**config.mk**
```make
export PLATFORM = sky130hd
export DESIGN_NAME = traffic_node
export DESIGN_NICKNAME = d
export VERILOG_FILES = /design/src/rtl/tgen_pkg.sv /design/src/rtl/tg_fifo.sv /design/src/rtl/tg_sched.sv /design/src/rtl/tg_tx.sv /design/src/rtl/tg_rx.sv /design/src/rtl/traffic_node.sv
export SDC_FILE = /design/constraint.sdc
export NUM_CORES = 1
export LEC_CHECK = 0
export BUFFER_PORTS_ARGS = -buffer_cell sky130_fd_sc_hd__buf_2
export CAP_MARGIN = 20
export CORE_MARGIN = 3
export CORE_UTILIZATION = 50
export CTS_BUF_LIST = sky130_fd_sc_hd__clkbuf_4 sky130_fd_sc_hd__clkbuf_8
export DETAILED_ROUTE_END_ITERATION = 10
export GPL_ROUTABILITY_DRIVEN = 0
export PLACE_DENSITY = 0.67
export SETUP_SLACK_MARGIN = 0.5
export SYNTH_ARGS = -nofsm -noshare
export SYNTH_HDL_FRONTEND = slang
export SYNTH_HIERARCHICAL = 1
export SYNTH_SLANG_ARGS = --single-unit
```
**constraint.sdc**
```tcl
create_clock -name clk -period 11 [get_ports clk]
set_input_delay 0.55 -clock clk [delete_from_list [all_inputs] [get_ports clk]]
set_output_delay 0.55 -clock clk [all_outputs]
set_load 0.01 [all_outputs]
```
**src/rtl/tgen_pkg.sv**
```systemverilog
package tgen_pkg;
    localparam int FLIT_W = 32;
    localparam int SEQ_W  = 8;
    localparam int TS_W   = 24;
    localparam int LFSR_W = 16;

    typedef struct packed {
        logic [SEQ_W-1:0] seq;
        logic [TS_W-1:0]  ts;
    } desc_t;

    typedef enum logic [2:0] {SC_IDLE, SC_OFFSET, SC_GAP, SC_ISSUE, SC_DONE} sched_e;
    typedef enum logic [1:0] {TX_IDLE, TX_HEAD, TX_BODY} tx_e;
    typedef enum logic       {RX_HEAD, RX_BODY} rx_e;

    function automatic logic [LFSR_W-1:0] lfsr_step(input logic [LFSR_W-1:0] s);
        return {s[LFSR_W-2:0], s[15] ^ s[13] ^ s[12] ^ s[10]};
    endfunction
endpackage

```
**src/rtl/tg_fifo.sv**
```systemverilog
module tg_fifo #(
    parameter int WIDTH = 32,
    parameter int DEPTH = 4
) (
    input  logic             clk,
    input  logic             rst_n,
    input  logic             wr_en,
    input  logic [WIDTH-1:0] wr_data,
    input  logic             rd_en,
    output logic [WIDTH-1:0] rd_data,
    output logic             full,
    output logic             empty
);
    localparam int AW = (DEPTH > 1) ? $clog2(DEPTH) : 1;
    localparam int CW = $clog2(DEPTH + 1);

    logic [WIDTH-1:0] mem [DEPTH];
    logic [AW-1:0]    wp, rp;
    logic [CW-1:0]    used;

    assign full    = used == CW'(DEPTH);
    assign empty   = used == '0;
    assign rd_data = mem[rp];

    always_ff @(posedge clk) begin
        if (wr_en) mem[wp] <= wr_data;
    end

    always_ff @(posedge clk or negedge rst_n) begin
        if (!rst_n) begin
            wp   <= '0;
            rp   <= '0;
            used <= '0;
        end else begin
            if (wr_en) wp <= (wp == AW'(DEPTH - 1)) ? '0 : wp + AW'(1);
            if (rd_en) rp <= (rp == AW'(DEPTH - 1)) ? '0 : rp + AW'(1);
            if (wr_en && !rd_en)      used <= used + CW'(1);
            else if (rd_en && !wr_en) used <= used - CW'(1);
        end
    end

    a_r6_no_overflow: assert property (@(posedge clk) disable iff (!rst_n) wr_en |-> !full);
    a_r6_no_underflow: assert property (@(posedge clk) disable iff (!rst_n) rd_en |-> !empty);
endmodule

```
**src/rtl/tg_sched.sv**
```systemverilog
module tg_sched import tgen_pkg::*; #(
    parameter int                PKTS  = 50,
    parameter int                GAP_W = 16,
    parameter logic [LFSR_W-1:0] SEED  = 16'hACE1
) (
    input  logic             clk,
    input  logic             rst_n,
    input  logic             start,
    input  logic [GAP_W-1:0] gap,
    input  logic [TS_W-1:0]  now,
    input  logic             full,
    output logic             push,
    output desc_t            push_desc,
    output logic             done
);
    localparam int                PK_W    = $clog2(PKTS + 1);
    localparam logic [LFSR_W-1:0] SEED_NZ = (SEED == '0) ? LFSR_W'(1) : SEED;

    sched_e                    st, st_nx;
    logic [GAP_W-1:0]          cnt, gap_q, offset, gap_m2;
    logic [LFSR_W-1:0]         lfsr;
    logic [SEQ_W-1:0]          seq;
    logic [PK_W-1:0]           pk;
    logic [LFSR_W+GAP_W-1:0]   prod;
    logic                      accept_go, last_pkt;

    // offset is a fraction L/2^16 of one gap
    assign prod      = {{GAP_W{1'b0}}, lfsr} * {{LFSR_W{1'b0}}, gap};
    assign offset    = GAP_W'(prod >> LFSR_W);
    assign gap_m2    = (gap_q < GAP_W'(2)) ? '0 : gap_q - GAP_W'(2);
    assign last_pkt  = pk == PK_W'(PKTS - 1);
    assign push_desc = '{seq: seq, ts: now};

    always_ff @(posedge clk or negedge rst_n) begin
        if (!rst_n) st <= SC_IDLE;
        else        st <= st_nx;
    end

    always_comb begin
        st_nx     = st;
        push      = 1'b0;
        done      = 1'b0;
        accept_go = 1'b0;
        unique case (st)
            SC_IDLE, SC_DONE: begin
                done = (st == SC_DONE);
                if (start) begin
                    accept_go = 1'b1;
                    st_nx     = SC_OFFSET;
                end
            end
            SC_OFFSET, SC_GAP: begin
                if (cnt == '0) st_nx = SC_ISSUE;
            end
            SC_ISSUE: begin
                if (!full) begin
                    push  = 1'b1;
                    st_nx = last_pkt ? SC_DONE : SC_GAP;
                end
            end
            default: st_nx = SC_IDLE;
        endcase
    end

    always_ff @(posedge clk or negedge rst_n) begin
        if (!rst_n) begin
            cnt   <= '0;
            gap_q <= '0;
            lfsr  <= SEED_NZ;
            seq   <= '0;
            pk    <= '0;
        end else if (accept_go) begin
            cnt   <= offset;
            gap_q <= gap;
            lfsr  <= lfsr_step(lfsr);
            pk    <= '0;
        end else if (push) begin
            cnt <= gap_m2;
            seq <= seq + SEQ_W'(1);
            pk  <= pk + PK_W'(1);
        end else if ((st == SC_OFFSET || st == SC_GAP) && cnt != '0) begin
            cnt <= cnt - GAP_W'(1);
        end
    end

    // a finished burst stays finished until a new start
    a_r2_done_holds: assert property (@(posedge clk) disable iff (!rst_n)
        (st == SC_DONE && !start) |=> (st == SC_DONE));
    // a start during a burst leaves the sampled gap alone
    a_r7_busy_start_ignored: assert property (@(posedge clk) disable iff (!rst_n)
        (start && st != SC_IDLE && st != SC_DONE) |=> $stable(gap_q));
endmodule

```
**src/rtl/tg_tx.sv**
```systemverilog
module tg_tx import tgen_pkg::*; #(
    parameter int FLITS = 8
) (
    input  logic              clk,
    input  logic              rst_n,
    input  logic              empty,
    input  desc_t             rd_desc,
    output logic              pop,
    output logic              tx_valid,
    output logic [FLIT_W-1:0] tx_data,
    output logic              tx_last,
    input  logic              tx_ready
);
    localparam int IW = $clog2(FLITS);

    tx_e           st, st_nx;
    desc_t         hold;
    logic [IW-1:0] idx;
    logic          body_end;

    assign body_end = idx == IW'(FLITS - 1);

    always_ff @(posedge clk or negedge rst_n) begin
        if (!rst_n) st <= TX_IDLE;
        else        st <= st_nx;
    end

    always_comb begin
        st_nx    = st;
        pop      = 1'b0;
        tx_valid = 1'b0;
        tx_last  = 1'b0;
        tx_data  = '0;
        unique case (st)
            TX_IDLE: begin
                if (!empty) begin
                    pop   = 1'b1;
                    st_nx = TX_HEAD;
                end
            end
            TX_HEAD: begin
                tx_valid = 1'b1;
                tx_data  = hold;
                if (tx_ready) st_nx = TX_BODY;
            end
            TX_BODY: begin
                tx_valid = 1'b1;
                tx_last  = body_end;
                tx_data  = {hold.seq, 8'(idx), {(FLIT_W - SEQ_W - 8){1'b0}}};
                if (tx_ready && body_end) st_nx = TX_IDLE;
            end
            default: st_nx = TX_IDLE;
        endcase
    end

    always_ff @(posedge clk or negedge rst_n) begin
        if (!rst_n) begin
            hold <= '0;
            idx  <= '0;
        end else begin
            if (pop) hold <= rd_desc;
            if (st == TX_HEAD && tx_ready)                  idx <= IW'(1);
            else if (st == TX_BODY && tx_ready && !body_end) idx <= idx + IW'(1);
        end
    end

    // a flit waiting on the link does not change
    a_r2_hold_flit: assert property (@(posedge clk) disable iff (!rst_n)
        (tx_valid && !tx_ready) |=> (tx_valid && $stable(tx_data) && $stable(tx_last)));
endmodule

```
**src/rtl/tg_rx.sv**
```systemverilog
module tg_rx import tgen_pkg::*; #(
    parameter int FLITS = 8,
    parameter int CNT_W = 16,
    parameter int SUM_W = 32
) (
    input  logic              clk,
    input  logic              rst_n,
    input  logic [TS_W-1:0]   now,
    input  logic              rx_valid,
    input  logic [FLIT_W-1:0] rx_data,
    input  logic              rx_last,
    output logic [CNT_W-1:0]  pkt_count,
    output logic [SUM_W-1:0]  lat_sum,
    output logic              seq_err,
    output logic              len_err
);
    localparam int FW = $clog2(FLITS) + 1;

    rx_e              st, st_nx;
    logic [SEQ_W-1:0] exp_seq;
    logic [TS_W-1:0]  lat_hold;
    logic [FW-1:0]    fcnt;
    logic             bad, at_end, good_end, len_hit, seq_hit;
    logic [SEQ_W-1:0] in_seq;
    logic [TS_W-1:0]  in_ts;

    assign in_seq = rx_data[FLIT_W-1 -: SEQ_W];
    assign in_ts  = rx_data[TS_W-1:0];
    assign at_end = fcnt == FW'(FLITS - 1);

    always_ff @(posedge clk or negedge rst_n) begin
        if (!rst_n) st <= RX_HEAD;
        else        st <= st_nx;
    end

    always_comb begin
        st_nx    = st;
        good_end = 1'b0;
        len_hit  = 1'b0;
        seq_hit  = 1'b0;
        unique case (st)
            RX_HEAD: begin
                if (rx_valid) begin
                    seq_hit = in_seq != exp_seq;
                    len_hit = rx_last;
                    if (!rx_last) st_nx = RX_BODY;
                end
            end
            RX_BODY: begin
                if (rx_valid) begin
                    if (rx_last) begin
                        good_end = at_end && !bad;
                        len_hit  = !at_end;
                        st_nx    = RX_HEAD;
                    end else begin
                        len_hit = at_end;
                    end
                end
            end
            default: st_nx = RX_HEAD;
        endcase
    end

    always_ff @(posedge clk or negedge rst_n) begin
        if (!rst_n) begin
            exp_seq   <= '0;
            lat_hold  <= '0;
            fcnt      <= '0;
            bad       <= 1'b0;
            pkt_count <= '0;
            lat_sum   <= '0;
            seq_err   <= 1'b0;
            len_err   <= 1'b0;
        end else begin
            if (st == RX_HEAD && rx_valid) begin
                exp_seq  <= in_seq + SEQ_W'(1);
                lat_hold <= now - in_ts;
                fcnt     <= FW'(1);
                bad      <= 1'b0;
            end else if (st == RX_BODY && rx_valid && !rx_last) begin
                if (at_end) bad  <= 1'b1;
                else        fcnt <= fcnt + FW'(1);
            end
            if (good_end) begin
                pkt_count <= pkt_count + CNT_W'(1);
                lat_sum   <= lat_sum + SUM_W'(lat_hold);
            end
            if (seq_hit) seq_err <= 1'b1;
            if (len_hit) len_err <= 1'b1;
        end
    end

    a_r9_count_step: assert property (@(posedge clk) disable iff (!rst_n)
        !$stable(pkt_count) |-> (pkt_count == $past(pkt_count) + CNT_W'(1)));
    a_r8_sum_needs_count: assert property (@(posedge clk) disable iff (!rst_n)
        !$stable(lat_sum) |-> !$stable(pkt_count));
    a_r10_seq_sticky: assert property (@(posedge clk) disable iff (!rst_n)
        seq_err |=> seq_err);
    a_r11_len_sticky: assert property (@(posedge clk) disable iff (!rst_n)
        len_err |=> len_err);
endmodule

```
**src/rtl/traffic_node.sv**
```systemverilog
module traffic_node import tgen_pkg::*; #(
    parameter int                PKTS   = 50,
    parameter int                FLITS  = 8,
    parameter int                QDEPTH = 4,
    parameter int                GAP_W  = 16,
    parameter int                CNT_W  = 16,
    parameter int                SUM_W  = 32,
    parameter logic [LFSR_W-1:0] SEED   = 16'hACE1
) (
    input  logic              clk,
    input  logic              rst_n,
    input  logic              start,
    input  logic [GAP_W-1:0]  gap,
    output logic              tx_valid,
    input  logic              tx_ready,
    output logic [FLIT_W-1:0] tx_data,
    output logic              tx_last,
    input  logic              rx_valid,
    output logic              rx_ready,
    input  logic [FLIT_W-1:0] rx_data,
    input  logic              rx_last,
    output logic              gen_done,
    output logic [CNT_W-1:0]  pkt_count,
    output logic [SUM_W-1:0]  lat_sum,
    output logic              seq_err,
    output logic              len_err
);
    localparam int DW = $bits(desc_t);

    logic [TS_W-1:0] now;
    logic            q_push, q_pop, q_full, q_empty;
    desc_t           q_in, q_out;
    logic [DW-1:0]   q_out_raw;

    assign rx_ready = 1'b1;
    assign q_out    = desc_t'(q_out_raw);

    always_ff @(posedge clk or negedge rst_n) begin
        if (!rst_n) now <= '0;
        else        now <= now + TS_W'(1);
    end

    tg_sched #(.PKTS(PKTS), .GAP_W(GAP_W), .SEED(SEED)) u_sched (
        .clk(clk), .rst_n(rst_n), .start(start), .gap(gap), .now(now),
        .full(q_full), .push(q_push), .push_desc(q_in), .done(gen_done)
    );

    tg_fifo #(.WIDTH(DW), .DEPTH(QDEPTH)) u_queue (
        .clk(clk), .rst_n(rst_n), .wr_en(q_push), .wr_data(q_in),
        .rd_en(q_pop), .rd_data(q_out_raw), .full(q_full), .empty(q_empty)
    );

    tg_tx #(.FLITS(FLITS)) u_tx (
        .clk(clk), .rst_n(rst_n), .empty(q_empty), .rd_desc(q_out), .pop(q_pop),
        .tx_valid(tx_valid), .tx_data(tx_data), .tx_last(tx_last), .tx_ready(tx_ready)
    );

    tg_rx #(.FLITS(FLITS), .CNT_W(CNT_W), .SUM_W(SUM_W)) u_rx (
        .clk(clk), .rst_n(rst_n), .now(now), .rx_valid(rx_valid), .rx_data(rx_data),
        .rx_last(rx_last), .pkt_count(pkt_count), .lat_sum(lat_sum),
        .seq_err(seq_err), .len_err(len_err)
    );
endmodule

```
==> flow_metrics.env <==
export IMPL_path_common_cell="fa_1"
export IMPL_cp_max_fo=18
export IMPL_synthSimpleGateAreaFrac_pct=15.2
export IMPL_setup_ws_ns=4.19
export IMPL_leakagePower_uw=0.0131
export IMPL_min_from="rx_data[24]"
export IMPL_rr_worst_depth=18
export IMPL_fin_nets=2990
export IMPL_peakVddDrop_uv=118
export IMPL_r2r_end="u_sched/cnt[15]"
export IMPL_grt_pass1_vias=18600
export IMPL_antenna_cells=0
export IMPL_fp_row_count=82
export IMPL_critPathBufInv=3
export IMPL_avgSynthCellArea_um2=10.4
export IMPL_fin_worst_skew_ns=0.0390
export IMPL_post_route_drc_count=0
export IMPL_wl_mm=58.7
export IMPL_cp_arrival_ns=7.39
export IMPL_dp_slack_ns=4.22
export IMPL_die_w_um=233
export IMPL_ys_types=103
export IMPL_crit_path_cell_trace="nand2_1 -> fa_1 -> fa_1 -> inv_1 -> fa_1 -> fa_1 -> fa_1 -> inv_1 -> fa_1 -> inv_1 -> ha_1 -> a21o_1 -> nand2b_1 -> a2111oi_4 -> or4b_1 -> a21oi_1 -> or4_1 -> a31oi_1"
export IMPL_cts_max_path_buffers=3
export IMPL_post_route_min_period_ns=6.81
export IMPL_cts_max_level=2
export IMPL_start_kind="flip-flop"
export IMPL_critPathMaxStageDelay_ns=0.85
export IMPL_slew_viol_final=0
export IMPL_period_share_pct=61.9
export IMPL_rsz0062_at_grt="no"
export IMPL_synth_mux_area_share_pct=4.57
export IMPL_yosysWarnings=6
export IMPL_hold_path_end="u_rx/exp_seq[0]"
export IMPL_status="finished, final reports clean"
export IMPL_grt_usage_pct=22.2
export IMPL_synth_area_mm2=0.0258
export IMPL_grt_first_pass_wirelength_mm=96.4
export IMPL_io_buffers=138
export IMPL_ys_flop_type="dfrtp_1"
export IMPL_worstReg2RegStart="u_sched/lfsr[9]"
export IMPL_worst_setup_path_end_kind="flip-flop"
export IMPL_fp_dieH_um=233
export IMPL_required_ns=11.59
export IMPL_ys_top_cells_by_area="dfrtp_1 21%, fa_1 15%, edfxtp_1 15%, ha_1 8.2%, nand2_1 5.2%"
export IMPL_synthAdderAreaFrac_pct=23.4
export IMPL_cp_top_family="adder cells"
export IMPL_drive_above_1_share_pct=14.5
export IMPL_core_area_mm2=0.0506
export IMPL_grt_overflow=0
export IMPL_viasPerCell=5.50
export IMPL_worst_pin_slew_ns=0.873
export IMPL_synth_top_family_by_area="adder cells"
export IMPL_tns_ns=0
export IMPL_r2r_setup_slack_ns=4.19
export IMPL_cap_viol_max_count=0
export IMPL_hold_path_cell_count=2
export IMPL_start_util_pct=51.0
export IMPL_antenna_left=0
export IMPL_path_class="reg2reg"
export IMPL_netlist_area_leader_share_pct=20.6
export IMPL_grt_max_degree=95
export IMPL_ys_seq_area_share_pct=36.3
export IMPL_crit_path_top_delay_cell="dfrtp_1"
export IMPL_synth_top_area_cell="dfrtp_1"
export IMPL_async_flop_share_pct=63.3
export IMPL_clock_latency_ns=0.66
export IMPL_antenna_found_initial=1
export IMPL_synth_commonest_cells="361 x nand2_1, 286 x inv_1, 213 x dfrtp_1, 196 x fa_1, 170 x ha_1"
export IMPL_clkSlewWorstSetupHoldPaths_ns=0.06
export IMPL_die_area_mm2=0.0544
export IMPL_post_cts_buffers=0
export IMPL_clockRootBuffer="clkbuf_8"
export IMPL_fillCellCount=4391
export IMPL_synth_edf_count=128
export IMPL_dr_pass1_iters=8
export IMPL_hold_violations=0
export IMPL_worstHoldPathType="in2reg"
export IMPL_ys_seq_elements=349
export IMPL_synthCells=2477
export IMPL_cts_sinks=349
export IMPL_synth_most_common_cell="nand2_1"
export IMPL_avgRoutedWirePerCell_um=17.8
export IMPL_syn_nets=2897
export IMPL_area_delta_synth_final_pct=9.00
export IMPL_num_vias=18100
export IMPL_cts_inserted_buffers=58
export IMPL_setup_viol=0
export IMPL_io_pins=140
export IMPL_synth_xor_area_share_pct=4.48
export IMPL_cellPowerDensity_mw_per_mm2=168
export IMPL_dpl_hpwl_mm=42.4
export IMPL_cts_tree="done"
export IMPL_fmaxAchievable_mhz=147
export IMPL_max_slew_margin_pct=41.8
export IMPL_synth_compound_area_share_pct=9.25
export IMPL_drt_iter0_markers=1180
kinds of logic (layout without fill, tap and decap cells):
family,after synthesis,in the layout
XOR/XNOR,132,132
AND/OR/NAND/NOR,795,795
other,1,1
adder cells (fa/ha/maj),366,366
AO/OA/AOI/OAI,353,353
flip-flops,349,349
multiplexers,71,71
buffers and inverters,410,551
power breakdown:
group	leakage (µW)	switching (µW)	internal [µW]
logic	0.00844	832	699
clock network	0.000689	535	692
registers	0.00392	232	1740
total	0.0131	1600	3130
layer usage:
layer	vias up	GRT usage, %	part of all wire, %
met1	9016	31.2	44
met4	2	5.99	2.1
met3	109	3.87	6.0
met5	-	0	0.012
li1	8496	-	-
met2	471	35.9	47
area by class of cell:
| cell class | instances | area (µm²) | share of cell area (%) |
|---|---|---|---|
| inverter | 286 | 1070 | 3.82 |
| clock inverter | 19 | 166 | 0.591 |
| tap | 672 | 841 | 2.99 |
| timing repair buffer | 157 | 862 | 3.06 |
| sequential | 349 | 9390 | 33.4 |
| multi-input combinational | 1718 | 14700 | 52.3 |
| clock buffer | 89 | 1110 | 3.93 |
repair_timing:
| item | 4_1_cts | 5_1_grt |
|---|---|---|
| resized for setup | 0 | 0 |
| hold buffers | 1 | 0 |
| hold endpoints to repair | 84 | 0 |
registers in the layout (all words and copies together) (netlist names), 3 cells and up, named ones only:
| signal | cells |
|---|---|
| now | 24 |
| u_queue/mem | 128 |
| u_queue/used | 3 |
| u_rx/exp_seq | 8 |
| u_rx/fcnt | 4 |
| u_rx/lat_hold | 24 |
| u_rx/lat_sum | 32 |
| u_rx/pkt_count | 16 |
| u_sched/cnt | 16 |
| u_sched/gap_q | 16 |
| u_sched/lfsr | 16 |
| u_sched/pk | 6 |
| u_sched/seq | 8 |
| u_sched/st | 3 |
| u_tx/hold | 32 |
| u_tx/idx | 3 |
metrics by stage:
| step | cells | hold WS (ns) | total power (µW) | instance area, µm² | utilization, % |
|---|---|---|---|---|---|
| 2_1_floorplan | 2477 | 0.254 | 3120 | 25800 | - |
| 3_3_place_gp | 3179 | 0.450 | 3470 | 26800 | 53.0 |
| 3_5_place_dp | 3180 | 0.458 | 3530 | 26800 | 53.0 |
| 4_1_cts | 3289 | 0.143 | 4780 | 28100 | 55.6 |
| 5_1_grt | 3290 | 0.193 | 5040 | 28100 | 55.6 |
| 6_report | 3290 | 0.199 | 4730 | 28100 | 55.6 |
cell usage in the layout (no fill, tap or decap), types with 14 or more instances in the layout:
master      n
a21o_1     28
xor2_1     43
buf_2     137
buf_4      16
o21ai_0    95
nand3_1    42
edfxtp_1  128
and3_1     16
nor2_1     78
mux4_2     28
mux2_2     35
fa_1      196
xnor2_1    89
nand4_1    29
ha_1      170
nor3_1     28
clkbuf_8   70
a21oi_1    70
clkinv_2   14
dfrtp_1   211
clkbuf_4   19
nand2_1   361
o21a_1     18
a31oi_1    14
inv_1     286
and2_1    154
how the worst max path moves through the flow:
stage / cells after the start / to / start
floorplan: 20 / u_sched/cnt[11] / u_sched/lfsr[10]
global placement: 20 / u_sched/cnt[9] / gap[6]
detailed placement: 19 / u_sched/cnt[15] / gap[7]
CTS: 18 / u_sched/cnt[15] / u_sched/lfsr[9]
global route: 19 / u_sched/cnt[9] / u_sched/lfsr[9]
finish: 18 / u_sched/cnt[15] / u_sched/lfsr[9]
worst register-to-register path, delay by kind of cell, from the launching register on:
kind	cells	cell delay, ns
AOI/OAI and AO/OA	4	1.00
and+or+nand+nor	4	1.20
buffers and inverters	3	0.17
adders and majority gates	7	3.52
DFF	1	0.85
Note: power is estimated with default switching activity, not from simulation.
